`src/rtl/walkPkg.sv`:
```
package walkPkg;

  localparam logic [1:0] LVL_PDPT = 2'd0;
  localparam logic [1:0] LVL_DIR  = 2'd1;
  localparam logic [1:0] LVL_TBL  = 2'd2;

  // strobes from control to datapath
  typedef struct packed {
    logic load;     // capture request, start at top level
    logic descend;  // follow pointer to next level
    logic finish;   // record translated address
    logic fail;     // record fault at current level
  } walkStrobe_t;

  // decoded view of the current response
  typedef struct packed {
    logic present;
    logic leaf;
  } walkStatus_t;

endpackage

```
`src/rtl/walkCtrl.sv`:
```
module walkCtrl
  import walkPkg::*;
(
  input  logic        clk,
  input  logic        rstN,
  input  logic        startReq,
  input  logic        memRespValid,
  input  walkStatus_t status,
  output walkStrobe_t strobe,
  output logic        ready,
  output logic        memReqValid,
  output logic        done
);

  typedef enum logic [1:0] {ST_IDLE, ST_FETCH, ST_DONE} walkState_e;

  walkState_e stateQ, stateD;

  always_ff @(posedge clk or negedge rstN) begin
    if (!rstN) stateQ <= ST_IDLE;
    else       stateQ <= stateD;
  end

  always_comb begin
    stateD = stateQ;
    strobe = '0;
    unique case (stateQ)
      ST_IDLE: begin
        // starts only taken here
        if (startReq) begin
          strobe.load = 1'b1;
          stateD      = ST_FETCH;
        end
      end
      ST_FETCH: begin
        if (memRespValid) begin
          if (!status.present) begin
            strobe.fail = 1'b1;
            stateD      = ST_DONE;
          end else if (status.leaf) begin
            strobe.finish = 1'b1;
            stateD        = ST_DONE;
          end else begin
            strobe.descend = 1'b1;
          end
        end
      end
      ST_DONE: stateD = ST_IDLE;
      default: stateD = ST_IDLE;
    endcase
  end

  assign ready       = (stateQ == ST_IDLE);
  assign memReqValid = (stateQ == ST_FETCH);
  assign done        = (stateQ == ST_DONE);

endmodule

```
`src/rtl/walkPath.sv`:
```
module walkPath
  import walkPkg::*;
#(
  parameter int PA_W   = 36,
  parameter int DATA_W = 64
) (
  input  logic              clk,
  input  logic              rstN,
  input  walkStrobe_t       strobe,
  input  logic [31:0]       linAddr,
  input  logic [PA_W-1:0]   baseAddr,
  input  logic              paeMode,
  input  logic              largeMode,
  input  logic [DATA_W-1:0] memRespData,
  output walkStatus_t       status,
  output logic [PA_W-1:0]   memReqAddr,
  output logic [PA_W-1:0]   physAddr,
  output logic              fault,
  output logic [1:0]        faultLevel
);

  localparam int OFS_W   = 12;  // widest entry offset within a table
  localparam int WIDE_HI = 35;  // top frame bit of an extended entry

  logic [31:0]     linQ;
  logic            paeQ, largeQ;
  logic [PA_W-1:0] tblBaseQ;
  logic [1:0]      levelQ;
  logic [PA_W-1:0] physQ;
  logic            faultQ;
  logic [1:0]      faultLvlQ;

  logic [OFS_W-1:0]  entOfs;
  logic [DATA_W-1:0] entry;
  logic              bigPage;
  logic [PA_W-1:0]   nextBase;
  logic [PA_W-1:0]   leafAddr;
  logic              unusedEntryBits;

  // entry offset from linear-address field of current level
  always_comb begin
    if (paeQ) begin
      unique case (levelQ)
        LVL_PDPT: entOfs = {7'd0, linQ[31:30], 3'b000};
        LVL_DIR:  entOfs = {linQ[29:21], 3'b000};
        default:  entOfs = {linQ[20:12], 3'b000};
      endcase
    end else begin
      if (levelQ == LVL_DIR) entOfs = {linQ[31:22], 2'b00};
      else                   entOfs = {linQ[21:12], 2'b00};
    end
  end

  assign memReqAddr = tblBaseQ + PA_W'(entOfs);

  // classic entries are 4 bytes: upper response half ignored
  assign entry = paeQ ? memRespData : {{(DATA_W-32){1'b0}}, memRespData[31:0]};

  // large leaf only at directory level with large mode on
  assign bigPage        = largeQ && (levelQ == LVL_DIR) && entry[7];
  assign status.present = entry[0];
  assign status.leaf    = (levelQ == LVL_TBL) || bigPage;

  always_comb begin
    if (paeQ) nextBase = PA_W'({entry[WIDE_HI:12], 12'h000});
    else      nextBase = PA_W'({entry[31:12], 12'h000});
  end

  always_comb begin
    unique case ({paeQ, bigPage})
      2'b00:   leafAddr = PA_W'({entry[31:12], linQ[11:0]});
      2'b01:   leafAddr = PA_W'({entry[31:22], linQ[21:0]});
      2'b10:   leafAddr = PA_W'({entry[WIDE_HI:12], linQ[11:0]});
      default: leafAddr = PA_W'({entry[WIDE_HI:21], linQ[20:0]});
    endcase
  end

  assign unusedEntryBits = ^{entry[DATA_W-1:WIDE_HI+1], entry[11:8], entry[6:1]};

  always_ff @(posedge clk or negedge rstN) begin
    if (!rstN) begin
      linQ      <= '0;
      paeQ      <= 1'b0;
      largeQ    <= 1'b0;
      tblBaseQ  <= '0;
      levelQ    <= LVL_DIR;
      physQ     <= '0;
      faultQ    <= 1'b0;
      faultLvlQ <= '0;
    end else begin
      if (strobe.load) begin
        linQ     <= linAddr;
        paeQ     <= paeMode;
        largeQ   <= largeMode;
        tblBaseQ <= baseAddr;
        levelQ   <= paeMode ? LVL_PDPT : LVL_DIR;
      end
      if (strobe.descend) begin
        tblBaseQ <= nextBase;
        levelQ   <= levelQ + 2'd1;
      end
      if (strobe.finish) begin
        physQ     <= leafAddr;
        faultQ    <= 1'b0;
        faultLvlQ <= '0;
      end
      if (strobe.fail) begin
        physQ     <= '0;
        faultQ    <= 1'b1;
        faultLvlQ <= levelQ;
      end
    end
  end

  assign physAddr   = physQ;
  assign fault      = faultQ;
  assign faultLevel = faultLvlQ;

endmodule

```
`src/rtl/pageWalker.sv`:
```
module pageWalker
  import walkPkg::*;
#(
  parameter int PA_W   = 36,
  parameter int DATA_W = 64
) (
  input  logic              clk,
  input  logic              rstN,
  input  logic              startReq,
  input  logic [31:0]       linAddr,
  input  logic [PA_W-1:0]   baseAddr,
  input  logic              paeMode,
  input  logic              largeMode,
  output logic              ready,
  output logic              memReqValid,
  output logic [PA_W-1:0]   memReqAddr,
  input  logic              memRespValid,
  input  logic [DATA_W-1:0] memRespData,
  output logic              done,
  output logic [PA_W-1:0]   physAddr,
  output logic              fault,
  output logic [1:0]        faultLevel
);

  walkStrobe_t strobe;
  walkStatus_t status;

  walkCtrl ctrl (
    .clk          (clk),
    .rstN         (rstN),
    .startReq     (startReq),
    .memRespValid (memRespValid),
    .status       (status),
    .strobe       (strobe),
    .ready        (ready),
    .memReqValid  (memReqValid),
    .done         (done)
  );

  walkPath #(.PA_W(PA_W), .DATA_W(DATA_W)) path (
    .clk         (clk),
    .rstN        (rstN),
    .strobe      (strobe),
    .linAddr     (linAddr),
    .baseAddr    (baseAddr),
    .paeMode     (paeMode),
    .largeMode   (largeMode),
    .memRespData (memRespData),
    .status      (status),
    .memReqAddr  (memReqAddr),
    .physAddr    (physAddr),
    .fault       (fault),
    .faultLevel  (faultLevel)
  );

endmodule

```
`config.mk`:
```
export PLATFORM = sky130hd
export DESIGN_NAME = pageWalker
export DESIGN_NICKNAME = d
export VERILOG_FILES = /design/src/rtl/walkPkg.sv /design/src/rtl/walkCtrl.sv /design/src/rtl/walkPath.sv /design/src/rtl/pageWalker.sv
export SDC_FILE = /design/constraint.sdc
export NUM_CORES = 1
export LEC_CHECK = 0
export CAP_MARGIN = 10
export CORE_AREA = 2 2 135 137
export DETAILED_ROUTE_END_ITERATION = 7
export DIE_AREA = 0 0 137 139
export DONT_BUFFER_PORTS = 1
export HOLD_SLACK_MARGIN = 0.05
export PLACE_DENSITY = 0.52
export SYNTH_ARGS = -nofsm -noshare
export SYNTH_HDL_FRONTEND = slang
export SYNTH_SLANG_ARGS = --single-unit
```
`constraint.sdc`:
```
create_clock -name clk -period 4.3 [get_ports clk]
set_clock_uncertainty 0.05 [all_clocks]
set_input_delay 0 -clock clk [delete_from_list [all_inputs] [get_ports clk]]
set_output_delay 0 -clock clk [all_outputs]
set_load 0.03 [all_outputs]
```
==> results.json <==
{
  "cp.depth": 12,
  "die-area_sq_mm": 0.01904,
  "hp-class": "in2reg",
  "fillers": 1712,
  "finalSetupViolations": 0,
  "cp-start-kind": "flip-flop",
  "maxCapViolCount": 0,
  "crit_path_start": "path.levelQ[0]",
  "clock.fmax_mhz": 247.2,
  "crit_family": "simple AND/OR/NAND/NOR gates",
  "status": "complete, no violations",
  "rr_startpoint": "path.levelQ[0]",
  "cellPowerDensity_mw_per_mm2": 911.1,
  "synth_edf_count": 0,
  "grt_max_degree": 114,
  "worst_pin_slew_ps": 988.5,
  "grt_pass1_wl_mm": 29.82,
  "yosysSeqAreaShare": 0.4677,
  "required_ps": 4250,
  "num_vias": 5476,
  "synth_top_area_frac": 0.4634,
  "crit_path_end_kind": "primary output",
  "cts_sinks": 113,
  "synth_fp_nets": 856,
  "fp.coreArea_sq_mm": 0.01766,
  "crit_arrival_ps": 4000,
  "overflow": 0,
  "hpwl_mm": 13.59,
  "finalWirelength_mm": 19.34,
  "rows": 49,
  "setup-tns-final_ps": 0,
  "synth_cell_types": 54,
  "synth_area_sq_mm": 0.006048,
  "crit_buf_inv": 1,
  "report.final.slew_viol_count": 0,
  "io_buffers": 0,
  "stdcell_count": 1069,
  "clkLatencyLatePin_ps": 420,
  "ir_drop_mv": 0.5386,
  "first_iter_violations": 357,
  "die_w_um": 137,
  "yosys.area.top_type": "dfrtp_1",
  "synth_warnings": 0,
  "drive_above_1_share": 0.1056,
  "r2r_slack_ps": 1260,
  "cpMaxStageDelayCell": "dfstp_2",
  "cts_inserted_buffers": 17,
  "place.gp.congestion": 0.8905,
  "vias_per_cell": 5.123,
  "r2r_end": "path.faultLevel[0]",
  "endpoint": "memReqAddr[22]",
  "drc": 0,
  "power_leakage_uw": 0.003725,
  "path_clk_slew_ps": 50,
  "synth.ff_latch_count": 113,
  "synth.area.top_cells": "dfrtp_1 (46%), nand2_1 (16%), ha_1 (2.9%), a22oi_1 (2.5%), xor2_1 (2.5%)",
  "track_usage": 0.2064,
  "finalCritPeriodShare": 0.9408,
  "cts.path.max_buffers": 2,
  "hold_viol": 0,
  "ant_nets": 0,
  "pin_count": 216,
  "rsz0062_at_grt": "false",
  "max_stage_delay_ps": 580,
  "cts_tree": "built",
  "reg2reg_depth": 6,
  "syn2layout_area_growth_pct": 35.66,
  "cp_cell_sequence": "ha_1 -> or2_2 -> nor2_1 -> o21ai_0 -> o21ai_0 -> fa_1 -> nor2b_1 -> o2111a_1 -> or3_1 -> nand3b_1 -> xnor2_1 -> buf_4",
  "synth-main-ff-cell": "dfrtp_1",
  "die_h_um": 139,
  "async_flop_share": 1.000,
  "slew_headroom": 0.3410,
  "dp.cells": 922,
  "htree_levels": 4,
  "postSynthAreaPerCell_sq_um": 8.604,
  "netlist_instances": 703,
  "clock-root-buffer": "clkbuf_16",
  "crit_type": "reg2out",
  "finalWorstPathRequiredPeriod_ps": 4045,
  "wire_per_inst_um": 18.09,
  "drt-pass1-iter-count": 5,
  "start_util": 0.3425,
  "grt_pass1_vias": 5395,
  "cp_max_fo": 9,
  "path_common_cell": "o21ai_0",
  "nets": 973,
  "antenna_found_initial": 9
}
## tightest hold or removal path: cells and delay by family
family,cells,cell delay [ps]
simple gates,3,480
## final cells by class
type / count / area (sq um) / area share
diodes: 7 / 17.52 / 0.002135
clock buffers: 24 / 491.7 / 0.05993
clock inverters: 8 / 126.4 / 0.01540
inverters: 12 / 45.04 / 0.005489
multi-input cells: 536 / 3060 / 0.3730
flip-flops and latches: 113 / 2829 / 0.3448
well taps: 229 / 286.5 / 0.03492
repair buffers: 140 / 1349 / 0.1644
## how the worst min path moves through the flow
| stage | start | endpoint | slack, ps | cells past startpoint |
|---|---|---|---|---|
| after floorplan | rstN | ctrl.stateQ[0] | -350 | 0 |
| after global placement | rstN | path.linQ[3] | -340 | 0 |
| after detailed placement | rstN | path.physAddr[3] | -340 | 0 |
| after CTS | startReq | path.linQ[9] | 50 | 3 |
| after global routing | startReq | path.linQ[5] | 80 | 3 |
| final | startReq | path.linQ[9] | 50 | 3 |
## registers in the layout (all words and copies together) (netlist names)
signal and cells:
ctrl.stateQ 2, path.fault 1, path.faultLevel 2, path.largeQ 1
path.levelQ 2, path.linQ 32, path.paeQ 1, path.physAddr 36
path.tblBaseQ 36
## layout by cell type, fill, tap and decap left out, types with 15 or more instances in the layout
| cell type | synthesis | routed |
|---|---|---|
| buf_4 | 3 | 32 |
| a21oi_1 | 25 | 25 |
| o21ai_0 | 17 | 17 |
| clkbuf_16 | 0 | 17 |
| dfrtp_1 | 112 | 112 |
| dlygate4sd3_1 | 0 | 106 |
| nor2_1 | 23 | 22 |
| nand3_1 | 20 | 20 |
| a22oi_1 | 20 | 20 |
| nand2_1 | 253 | 253 |
| o21ai_1 | 23 | 23 |
| xnor2_1 | 15 | 15 |
## power by group
group	total, uW	switching (uW)	leakage, uW	internal (uW)
clock network	1460	492	0.000293	972
logic	3660	2370	0.00200	1290
registers	2350	814	0.00143	1540
## metrics by stage
stage	instance area, sq um	utilization	hold WS (ps)	setup slack [ps]	power (uW)
CTS	8135	0.4607	50.18	35.10	7458
global route	8195	0.4641	82.13	19.40	7961
finish	8205	0.4647	49.33	254.6	7476
detailed placement	6409	0.3630	-344.1	489.3	5769
floorplan	6048	-	-345.6	886.6	4835
global placement	6409	0.3630	-343.4	579.1	5694
## per-layer routing
| layer | part of all wire | vias up | GRT usage | wire length [um] |
|---|---|---|---|---|
| met4 | 0.029 | 4 | 0.08681 | 552 |
| li1 | - | 2632 | - | - |
| met3 | 0.084 | 43 | 0.07785 | 1624 |
| met1 | 0.43 | 2610 | 0.2644 | 8330 |
| met2 | 0.46 | 187 | 0.3113 | 8811 |
| met5 | 0.0011 | - | 0 | 22 |
## synthesized netlist by cell type (12+ instances only)
| master | count |
|---|---|
| nor2b_1 | 14 |
| dfrtp_1 | 112 |
| nor2_1 | 23 |
| xnor2_1 | 15 |
| inv_1 | 12 |
| a21oi_1 | 25 |
| ha_1 | 14 |
| nand2_1 | 253 |
| o21ai_0 | 17 |
| o21ai_1 | 23 |
| clkbuf_1 | 32 |
| a22oi_1 | 20 |
| xor2_1 | 17 |
| nand3_1 | 20 |
## repair_timing
item	4_1_cts	5_1_grt
hold endpoints to repair	225	0
gates resized for setup	0	8
hold buffers	108	0
setup buffers	0	0
setup endpoints to repair	0	14
## logic make-up (layout without fill, tap and decap cells)
| kind of cell | count (synthesis) | in the layout | share of synthesized area |
|---|---|---|---|
| compound gates | 138 | 138 | 0.1607 |
| xor+xnor | 32 | 32 | 0.04634 |
| fa+ha+maj | 15 | 15 | 0.03227 |
| buf+inv | 54 | 184 | 0.03662 |
| flops | 113 | 113 | 0.4677 |
| mux | 12 | 12 | 0.02027 |
| other cells | 0 | 7 | 0 |
| simple gates | 339 | 339 | 0.2360 |
(Power assumes the default switching activity.)
